**src/rtl/tdisp_pkg.sv**
```systemverilog
package tdisp_pkg;
   typedef enum logic {
      MODE_SERIAL   = 1'b0,
      MODE_PARALLEL = 1'b1
   } mode_e;
endpackage

```
**src/rtl/tdisp_mode_fsm.sv**
```systemverilog
module tdisp_mode_fsm
   import tdisp_pkg::*;
(
   input  logic  clk,
   input  logic  rst_n,
   input  logic  spawn_valid,
   input  logic  any_run,
   output mode_e mode,
   output logic  launch,
   output logic  done
);
   // A spawn is only taken in serial mode; in parallel mode it is dropped.
   assign launch = (mode == MODE_SERIAL) && spawn_valid;

   always_ff @(posedge clk or negedge rst_n) begin
      if (!rst_n) begin
         mode <= MODE_SERIAL;
         done <= 1'b0;
      end else begin
         done <= 1'b0;
         unique case (mode)
            MODE_SERIAL: begin
               if (spawn_valid) mode <= MODE_PARALLEL;
            end
            MODE_PARALLEL: begin
               if (!any_run) begin
                  mode <= MODE_SERIAL;
                  done <= 1'b1;
               end
            end
            default: mode <= MODE_SERIAL;
         endcase
      end
   end
endmodule

```
**src/rtl/tdisp_id_alloc.sv**
```systemverilog
module tdisp_id_alloc #(
   parameter int UNITS = 8,
   parameter int ID_W  = 17
) (
   input  logic                       clk,
   input  logic                       rst_n,
   input  logic                       launch,
   input  logic [UNITS-1:0]           req,
   output logic [UNITS-1:0][ID_W-1:0] grant_id
);
   logic [ID_W-1:0] ctr_q;
   logic [ID_W-1:0] ctr_nxt;

   // Fetch-and-add for all requesters at once: each one sees the running
   // total of the lower-indexed requesters added to the counter.
   always_comb begin
      ctr_nxt = ctr_q;
      for (int i = 0; i < UNITS; i++) begin
         grant_id[i] = ctr_nxt;
         if (req[i]) ctr_nxt = ctr_nxt + ID_W'(1);
      end
   end

   always_ff @(posedge clk or negedge rst_n) begin
      if (!rst_n)      ctr_q <= ID_W'(UNITS);
      else if (launch) ctr_q <= ID_W'(UNITS);
      else             ctr_q <= ctr_nxt;
   end
endmodule

```
**src/rtl/tdisp_unit_slot.sv**
```systemverilog
module tdisp_unit_slot #(
   parameter int IDX   = 0,
   parameter int CNT_W = 16,
   parameter int ID_W  = 17
) (
   input  logic             clk,
   input  logic             rst_n,
   input  logic             launch,
   input  logic [CNT_W-1:0] spawn_count,
   input  logic [CNT_W-1:0] n_limit,
   input  logic             grant,
   input  logic [ID_W-1:0]  grant_id,
   output logic             run,
   output logic [ID_W-1:0]  tid
);
   localparam logic [ID_W-1:0] FIRST_ID = ID_W'(IDX);

   always_ff @(posedge clk or negedge rst_n) begin
      if (!rst_n) begin
         run <= 1'b0;
         tid <= FIRST_ID;
      end else if (launch) begin
         tid <= FIRST_ID;
         run <= FIRST_ID < ID_W'(spawn_count);
      end else if (grant) begin
         tid <= grant_id;
         run <= grant_id < ID_W'(n_limit);
      end
   end
endmodule

```
**src/rtl/thread_dispatch.sv**
```systemverilog
module thread_dispatch
   import tdisp_pkg::*;
#(
   parameter int NUM_UNITS = 8,
   parameter int CNT_W     = 16,
   localparam int ID_W     = CNT_W + 1
) (
   input  logic                      clk,
   input  logic                      rst_n,
   input  logic                      spawn_valid,
   input  logic [CNT_W-1:0]          spawn_count,
   input  logic [NUM_UNITS-1:0]      unit_finish,
   output logic                      par_mode,
   output logic [NUM_UNITS-1:0]      unit_enable,
   output logic [NUM_UNITS*ID_W-1:0] unit_tid,
   output logic                      join_done
);
   generate
      if (NUM_UNITS < 1) begin : g_bad_units
         $error("thread_dispatch: NUM_UNITS must be at least 1");
      end
      if (CNT_W < 1 || CNT_W > 30) begin : g_bad_width
         $error("thread_dispatch: CNT_W must lie in 1..30");
      end
      if (CNT_W < 31 && (2 * NUM_UNITS) > (1 << CNT_W)) begin : g_bad_ratio
         $error("thread_dispatch: counter headroom too small for NUM_UNITS");
      end
   endgenerate

   mode_e                           mode;
   logic                            launch;
   logic                            any_run;
   logic [NUM_UNITS-1:0]            run;
   logic [NUM_UNITS-1:0]            req;
   logic [NUM_UNITS-1:0][ID_W-1:0]  grant_id;
   logic [CNT_W-1:0]                n_q;

   assign any_run  = |run;
   assign par_mode = (mode == MODE_PARALLEL);
   assign req      = par_mode ? (unit_finish & run) : '0;

   always_ff @(posedge clk or negedge rst_n) begin
      if (!rst_n)      n_q <= '0;
      else if (launch) n_q <= spawn_count;
   end

   tdisp_mode_fsm u_fsm (
      .clk         (clk),
      .rst_n       (rst_n),
      .spawn_valid (spawn_valid),
      .any_run     (any_run),
      .mode        (mode),
      .launch      (launch),
      .done        (join_done)
   );

   tdisp_id_alloc #(.UNITS(NUM_UNITS), .ID_W(ID_W)) u_alloc (
      .clk      (clk),
      .rst_n    (rst_n),
      .launch   (launch),
      .req      (req),
      .grant_id (grant_id)
   );

   generate
      for (genvar g = 0; g < NUM_UNITS; g++) begin : g_slot
         tdisp_unit_slot #(.IDX(g), .CNT_W(CNT_W), .ID_W(ID_W)) u_slot (
            .clk         (clk),
            .rst_n       (rst_n),
            .launch      (launch),
            .spawn_count (spawn_count),
            .n_limit     (n_q),
            .grant       (req[g]),
            .grant_id    (grant_id[g]),
            .run         (run[g]),
            .tid         (unit_tid[g*ID_W +: ID_W])
         );
         if (g == 0) begin : g_lead
            assign unit_enable[g] = par_mode ? run[g] : 1'b1;
         end else begin : g_rest
            assign unit_enable[g] = par_mode & run[g];
         end
      end
   endgenerate
endmodule

```
**config.mk**
```make
export PLATFORM = sky130hd
export DESIGN_NAME = thread_dispatch
export DESIGN_NICKNAME = d
export VERILOG_FILES = /design/src/rtl/tdisp_pkg.sv /design/src/rtl/tdisp_mode_fsm.sv /design/src/rtl/tdisp_id_alloc.sv /design/src/rtl/tdisp_unit_slot.sv /design/src/rtl/thread_dispatch.sv
export SDC_FILE = /design/constraint.sdc
export NUM_CORES = 1
export LEC_CHECK = 0
export BUFFER_PORTS_ARGS = -buffer_cell sky130_fd_sc_hd__buf_2
export CAP_MARGIN = 20
export CORE_MARGIN = 2
export CORE_UTILIZATION = 40
export CTS_CLUSTER_DIAMETER = 40
export DETAILED_ROUTE_END_ITERATION = 12
export SLEW_MARGIN = 10
export SYNTH_ARGS = -nofsm -noshare
export SYNTH_HDL_FRONTEND = slang
export SYNTH_SLANG_ARGS = --single-unit
```
**constraint.sdc**
```tcl
create_clock -name clk -period 13.4 [get_ports clk]
set_input_delay 0.67 -clock clk [delete_from_list [all_inputs] [get_ports clk]]
set_output_delay 0.67 -clock clk [all_outputs]
set_load 0.05 [all_outputs]
```
==> flow_metrics.env, run 1 <==
export IMPL_hpwl_um=34700
export IMPL_ys_warn_count=0
export IMPL_insertion_delay_ns=0.47
export IMPL_slew_headroom_pct=33.0
export IMPL_yosysSeqAreaShare_pct=33.8
export IMPL_dr_total_vias=12300
export IMPL_rsz0062_at_grt="false"
export IMPL_path_delay_family="compound AO/OA/AOI/OAI gates"
export IMPL_crit_required_ns=13.79
export IMPL_grt_usage_pct=26.8
export IMPL_grt_pass1_vias=11800
export IMPL_grt_pass1_wl_um=71700
export IMPL_cts_inserted_buffers=17
export IMPL_grt_max_degree=85
export IMPL_antennaDiodeCount=0
export IMPL_synth_area_leaders="dfrtp_1 31%, ha_1 12%, nand3_1 6.1%"
export IMPL_core_area_mm2=0.0326
export IMPL_syn_avg_cell_area_um2=8.60
export IMPL_routed_via_density=5.76
export IMPL_cts_sinks=179
export IMPL_finalSetupTns_ns=0
export IMPL_ys_types=94
export IMPL_reg2reg_from="u_alloc.ctr_q[0]$_DFF_PN0_"
export IMPL_ctsLongestPathBuffers=2
export IMPL_hold_viol_final=0
export IMPL_final_common_cell="nand2_1"
export IMPL_drv_cap=0
export IMPL_die_x_um=186
export IMPL_dieArea_mm2=0.0347
export IMPL_synth_edf_count=0
export IMPL_max_stage_delay_ns=0.63
export IMPL_vdd_drop_max_mv=0.146
export IMPL_end_kind="flip-flop"
export IMPL_path_buf_inv=4
export IMPL_worst_pin_slew_ns=1.00
export IMPL_ant_nets=0
export IMPL_wire_per_inst_um=21.8
export IMPL_nFillCells=3242
export IMPL_cts_root_buf="clkbuf_16"
export IMPL_cp_depth=37
export IMPL_path_class="flip-flop to flip-flop"
export IMPL_ctsHoldBuffers=0
export IMPL_async_flop_share_pct=100
export IMPL_stdcell_count=2134
export IMPL_drive_above_1_share_pct=17.4
export IMPL_synth_area_leader_cell="dfrtp_1"
export IMPL_r2r_cells=37
export IMPL_critPathArrivalTime_ns=8.59
export IMPL_cts_resized=0
export IMPL_setup_viol=0
export IMPL_cp_start_kind="flip-flop"
export IMPL_max_freq_mhz=122
export IMPL_initial_core_util_pct=40.8
export IMPL_skew_ns=0.0205
export IMPL_p_leak_nw=7.42
export IMPL_drt_total_wl_um=46500
export IMPL_critPathMaxFanout=12
export IMPL_yosys_most_used_dff="dfrtp_1"
export IMPL_final_cell_mix="197 x nand2_1, 171 x buf_2, 166 x dfrtp_1, 163 x nand3_1, 135 x o21ai_0"
export IMPL_clk_pin_slew_ns=0.09
export IMPL_overflow=0
export IMPL_post_route_min_period_ns=8.20
export IMPL_hold_class="primary input to asynchronous set/reset pin"
export IMPL_endpoint="g_slot[7].u_slot.run$_DFFE_PN0P_"
export IMPL_firstDrtPassIters=7
export IMPL_cts_setup_buffers=0
export IMPL_die_y_um=186
export IMPL_area_growth_pct=13.8
export IMPL_port_buffers=172
export IMPL_rr_endpoint="g_slot[7].u_slot.run$_DFFE_PN0P_"
export IMPL_row_count=66
export IMPL_period_share_pct=61.2
export IMPL_cts_tree="done"
export IMPL_slew_viol_final=0
export IMPL_dpl_cell_count=2102
export IMPL_io_pins=173
export IMPL_antenna_found_initial=0
export IMPL_htree_num_levels=4
export IMPL_mappedNetlistNets=1701
export IMPL_cp_slowest_cell="xor2_2"
export IMPL_r2r_slack_ns=5.20
export IMPL_nNetsFinal=1834
export IMPL_power_density_mw_per_mm2=251
export IMPL_drc_errors=0
export IMPL_ys_ff_latch=179
export IMPL_outcome="finished clean"
export IMPL_power_total_w=0.00379
export IMPL_fin_util_pct=46.4
export IMPL_syn_inst=1546
export IMPL_gp_congestion=0.934
export IMPL_drt_iter0_drc=1144
export IMPL_syn_cell_area_mm2=0.0133
export IMPL_synth_top_area_share_pct=31.2
export IMPL_startpoint="u_alloc.ctr_q[0]$_DFF_PN0_"
-- registers in the layout, indices dropped and copies added, names as in the netlist --
signal	count
n_q	16
u_fsm.mode	1
g_slot.u_slot.tid	136
g_slot.u_slot.run	8
u_fsm.done	1
u_alloc.ctr_q	17
-- per-stage QoR --
step	setup WS (ns)	area (um2)	hold slack, ns
6_report	5.20	15100	0.163
3_5_place_dp	5.40	14600	0.478
5_1_grt	4.44	15100	0.206
3_3_place_gp	5.44	14600	0.472
2_1_floorplan	6.16	13300	0.374
4_1_cts	5.32	15100	0.178
-- worst reg2reg max path: cells and delay by family, from the launching register on --
family | cells | cell delay (ns)
AO/OA/AOI/OAI | 15 | 2.89
XOR/XNOR | 3 | 1.29
AND/OR/NAND/NOR | 10 | 1.28
adder cells (fa/ha/maj) | 5 | 1.54
flip-flops | 1 | 0.58
buffers and inverters | 4 | 0.57
-- power by group --
group          total, W  switching [W]  internal [W]
clock          0.000520       0.000269      0.000251
sequential     0.000846       0.000139      0.000708
combinational   0.00243        0.00169      0.000742
total           0.00379        0.00209       0.00170
-- cell families after synthesis --
family / share of synthesized area (%)
and+or+nand+nor: 22.5
AOI/OAI and AO/OA: 18.1
DFF: 33.8
buffers and inverters: 4.78
adders and majority gates: 12.0
xor gates and xnor gates: 8.15
muxes: 0.583
-- synth_stat cells (18+ instances only) --
cell type  number
a21o_1         30
a21oi_1        45
and3_1         18
clkbuf_1       60
dfrtp_1       166
ha_1          128
inv_1          83
nand2_1       197
nand3_1       163
nand4_1        26
nor2_1         63
nor3_1         37
o21a_1         36
o21ai_0       135
xnor2_1        70
xor2_1         21
-- area by class of cell --
type | count | area [um2] | share of cell area, %
clock buffers | 17 | 425 | 2.81
clock inverters | 15 | 161 | 1.07
inverters | 92 | 348 | 2.30
multi-input cells | 1203 | 8180 | 54.1
flip-flops and latches | 179 | 4500 | 29.7
well taps | 442 | 553 | 3.65
repair buffers | 186 | 972 | 6.42
-- routing by layer --
metal  routed length (um)  track usage, %  part of all wire, %
met2                20800            42.0                   45
met4                 1450            9.82                  3.1
met5                    0               0                    0
met3                 3300            4.97                  7.1
met1                21000            37.0                   45
-- worst min path at each step --
stage                                        start                                   to
5_1_grt                                      rst_n  g_slot[2].u_slot.tid[6]$_DFFE_PN0P_
6_report                                     rst_n  g_slot[2].u_slot.tid[6]$_DFFE_PN0P_
3_3_place_gp   g_slot[1].u_slot.tid[0]$_DFFE_PN1P_  g_slot[1].u_slot.tid[0]$_DFFE_PN1P_
3_5_place_dp   g_slot[5].u_slot.tid[6]$_DFFE_PN0P_  g_slot[5].u_slot.tid[6]$_DFFE_PN0P_
2_1_floorplan                                rst_n     g_slot[0].u_slot.run$_DFFE_PN0P_
4_1_cts                                      rst_n  g_slot[2].u_slot.tid[6]$_DFFE_PN0P_
Power figures use the tool's default switching activity.
==> run 2: changes to the inputs <==
clock period = 6.8 ns   (was 13.4 ns; I/O delays follow)
==> run 2 against run 1 <==
  * Non-clock buffer count up 122
  * Power up 130%
  * Wire length up 4.3%
  * Core utilization up 4.0 points
  * Sequential cell count unchanged
  * Via count up 5.6%
  * Worst setup slack worse by 5.0 ns
  * Global-route usage up 0.90 points
  * Combinational power up 140%
  * Clock skew down 0.00069 ns
  * Die area unchanged
  * First-iteration DRC count down 12%
  * Critical path type unchanged
==> flow_metrics.env, run 2 (synthesis results as in run 1) <==
export IMPL_cts_inserted_buffers=17
export IMPL_cp_common_cell="o21a_1"
export IMPL_row_count=66
export IMPL_setup_viol=0
export IMPL_ctsLongestPathBuffers=2
export IMPL_max_freq_mhz=152
export IMPL_firstDrtPassIters=5
export IMPL_hold_class="primary input to flip-flop"
export IMPL_grt_pass1_vias=12400
export IMPL_insertion_delay_ns=0.48
export IMPL_p_leak_nw=8.08
export IMPL_ant_nets=0
export IMPL_initial_core_util_pct=40.8
export IMPL_cp_slowest_cell="dfrtp_1"
export IMPL_core_area_mm2=0.0326
export IMPL_io_pins=173
export IMPL_grt_pass1_wl_um=74400
export IMPL_cts_tree="done"
export IMPL_path_buf_inv=4
export IMPL_clk_pin_slew_ns=0.08
export IMPL_post_route_min_period_ns=6.58
export IMPL_fin_util_pct=50.4
export IMPL_drive_above_1_share_pct=25.9
export IMPL_min_path_cells=3
export IMPL_path_delay_family="compound AO/OA/AOI/OAI gates"
export IMPL_final_cell_mix="190 x nand2_1, 171 x buf_2, 164 x dfrtp_1, 162 x nand3_1, 134 x buf_4"
export IMPL_overflow=0
export IMPL_crit_required_ns=7.19
export IMPL_cts_sinks=179
export IMPL_critPathMaxFanout=4
export IMPL_hold_viol_final=0
export IMPL_outcome="finished clean"
export IMPL_max_stage_delay_ns=0.38
export IMPL_die_y_um=186
export IMPL_critPathArrivalTime_ns=6.98
export IMPL_area_growth_pct=23.7
export IMPL_period_share_pct=96.8
export IMPL_vdd_drop_max_mv=0.310
export IMPL_drv_cap=0
export IMPL_port_buffers=172
export IMPL_finalSetupTns_ns=0
export IMPL_r2r_cells=39
export IMPL_antenna_found_initial=0
export IMPL_min_to="n_q[8]$_DFFE_PN0P_"
export IMPL_top_regs="g_slot.u_slot.tid (136), u_alloc.ctr_q (17), n_q (16)"
export IMPL_rr_endpoint="g_slot[7].u_slot.run$_DFFE_PN0P_"
export IMPL_largest_reg_flops=136
export IMPL_power_density_mw_per_mm2=522
export IMPL_cp_start_kind="flip-flop"
export IMPL_drt_iter0_drc=1010
export IMPL_path_class="flip-flop to flip-flop"
export IMPL_slew_viol_final=0
export IMPL_hpwl_um=36600
export IMPL_min_delay_start="spawn_count[8]"
export IMPL_drc_errors=0
export IMPL_routed_via_density=5.75
export IMPL_regMostFlops="g_slot.u_slot.tid"
export IMPL_wire_per_inst_um=21.5
export IMPL_r2r_slack_ns=0.22
export IMPL_worst_pin_slew_ns=0.953
export IMPL_end_kind="flip-flop"
export IMPL_htree_num_levels=4
export IMPL_grt_max_degree=85
export IMPL_slew_headroom_pct=36.3
export IMPL_setup_slack_ns=0.219
export IMPL_die_x_um=186
export IMPL_place_ws_ns=-0.155
export IMPL_nNetsFinal=1956
export IMPL_grt_usage_pct=27.7
export IMPL_final_common_cell="nand2_1"
export IMPL_skew_ns=0.0198
export IMPL_cts_root_buf="clkbuf_16"
export IMPL_drt_total_wl_um=48500
export IMPL_gp_congestion=0.949
export IMPL_dieArea_mm2=0.0347
export IMPL_reg2reg_from="u_alloc.ctr_q[0]$_DFF_PN0_"
export IMPL_dr_total_vias=13000
export IMPL_antennaDiodeCount=0
==> run 2: cell count changes in the layout (fill, tap and decap cells not counted), sizes merged <==
cell / change
dlygate4sd3: +1
buf: +121
clkbuf: +1
clkinv: +2
inv: -3
==> run 2: how the worst max path moves through the flow <==
stage	start	to	slack, ns	cells past startpoint
final	u_alloc.ctr_q[0]$_DFF_PN0_	g_slot[7].u_slot.run$_DFFE_PN0P_	0.22	39
after floorplan	u_fsm.mode$_DFF_PN0_	g_slot[7].u_slot.run$_DFFE_PN0P_	0.03	40
after global routing	u_alloc.ctr_q[1]$_DFF_PN0_	g_slot[7].u_slot.run$_DFFE_PN0P_	-0.08	39
after detailed placement	u_alloc.ctr_q[0]$_DFF_PN0_	g_slot[7].u_slot.run$_DFFE_PN0P_	-0.15	37
after global placement	u_alloc.ctr_q[0]$_DFF_PN0_	g_slot[7].u_slot.run$_DFFE_PN0P_	-0.02	37
after CTS	u_alloc.ctr_q[0]$_DFF_PN0_	g_slot[7].u_slot.run$_DFFE_PN0P_	0.004	39
==> run 2: cell type report <==
class | count | area [um2]
sequential | 179 | 4500
multi-input combinational | 1203 | 8570
inverter | 92 | 348
fill | 3174 | 16200
timing repair buffer | 308 | 1900
tap | 442 | 553
clock buffer | 18 | 429
clock inverter | 14 | 141
==> run 2: power by group <==
group          switching, W  internal [W]  total, W
Clock              0.000511      0.000488  0.000999
Sequential         0.000249       0.00140   0.00164
Combinational       0.00370       0.00223   0.00593
==> run 2: metal layers <==
layer	track usage (%)	share of wire, %
met1	37.5	44
met2	43.7	45
met3	4.25	6.1
met4	12.6	4.6
met5	0	0
==> run 2: what timing repair did <==
item,in CTS,in global routing
pin swaps,2,19
hold endpoints to repair,55,0
gates resized for setup,7,64
setup endpoints to repair,1,5
hold buffers,1,0
setup buffers,1,18
==> run 2: through the flow <==
stage | total power (W) | area (um2) | hold slack [ns] | std cells
floorplan | 0.00511 | 13300 | 0.0444 | 1546
global placement | 0.00682 | 15300 | 0.352 | 2204
detailed placement | 0.00685 | 15300 | 0.358 | 2204
CTS | 0.00795 | 16000 | 0.0684 | 2238
global route | 0.00911 | 16400 | 0.102 | 2256
finish | 0.00858 | 16400 | 0.0828 | 2256
==> run 2: worst min-delay path: cells and delay by family <==
kind                   cells  cell delay, ns
and+or+nand+nor            1            0.04
AOI/OAI and AO/OA          1            0.06
buffers and inverters      1            0.09
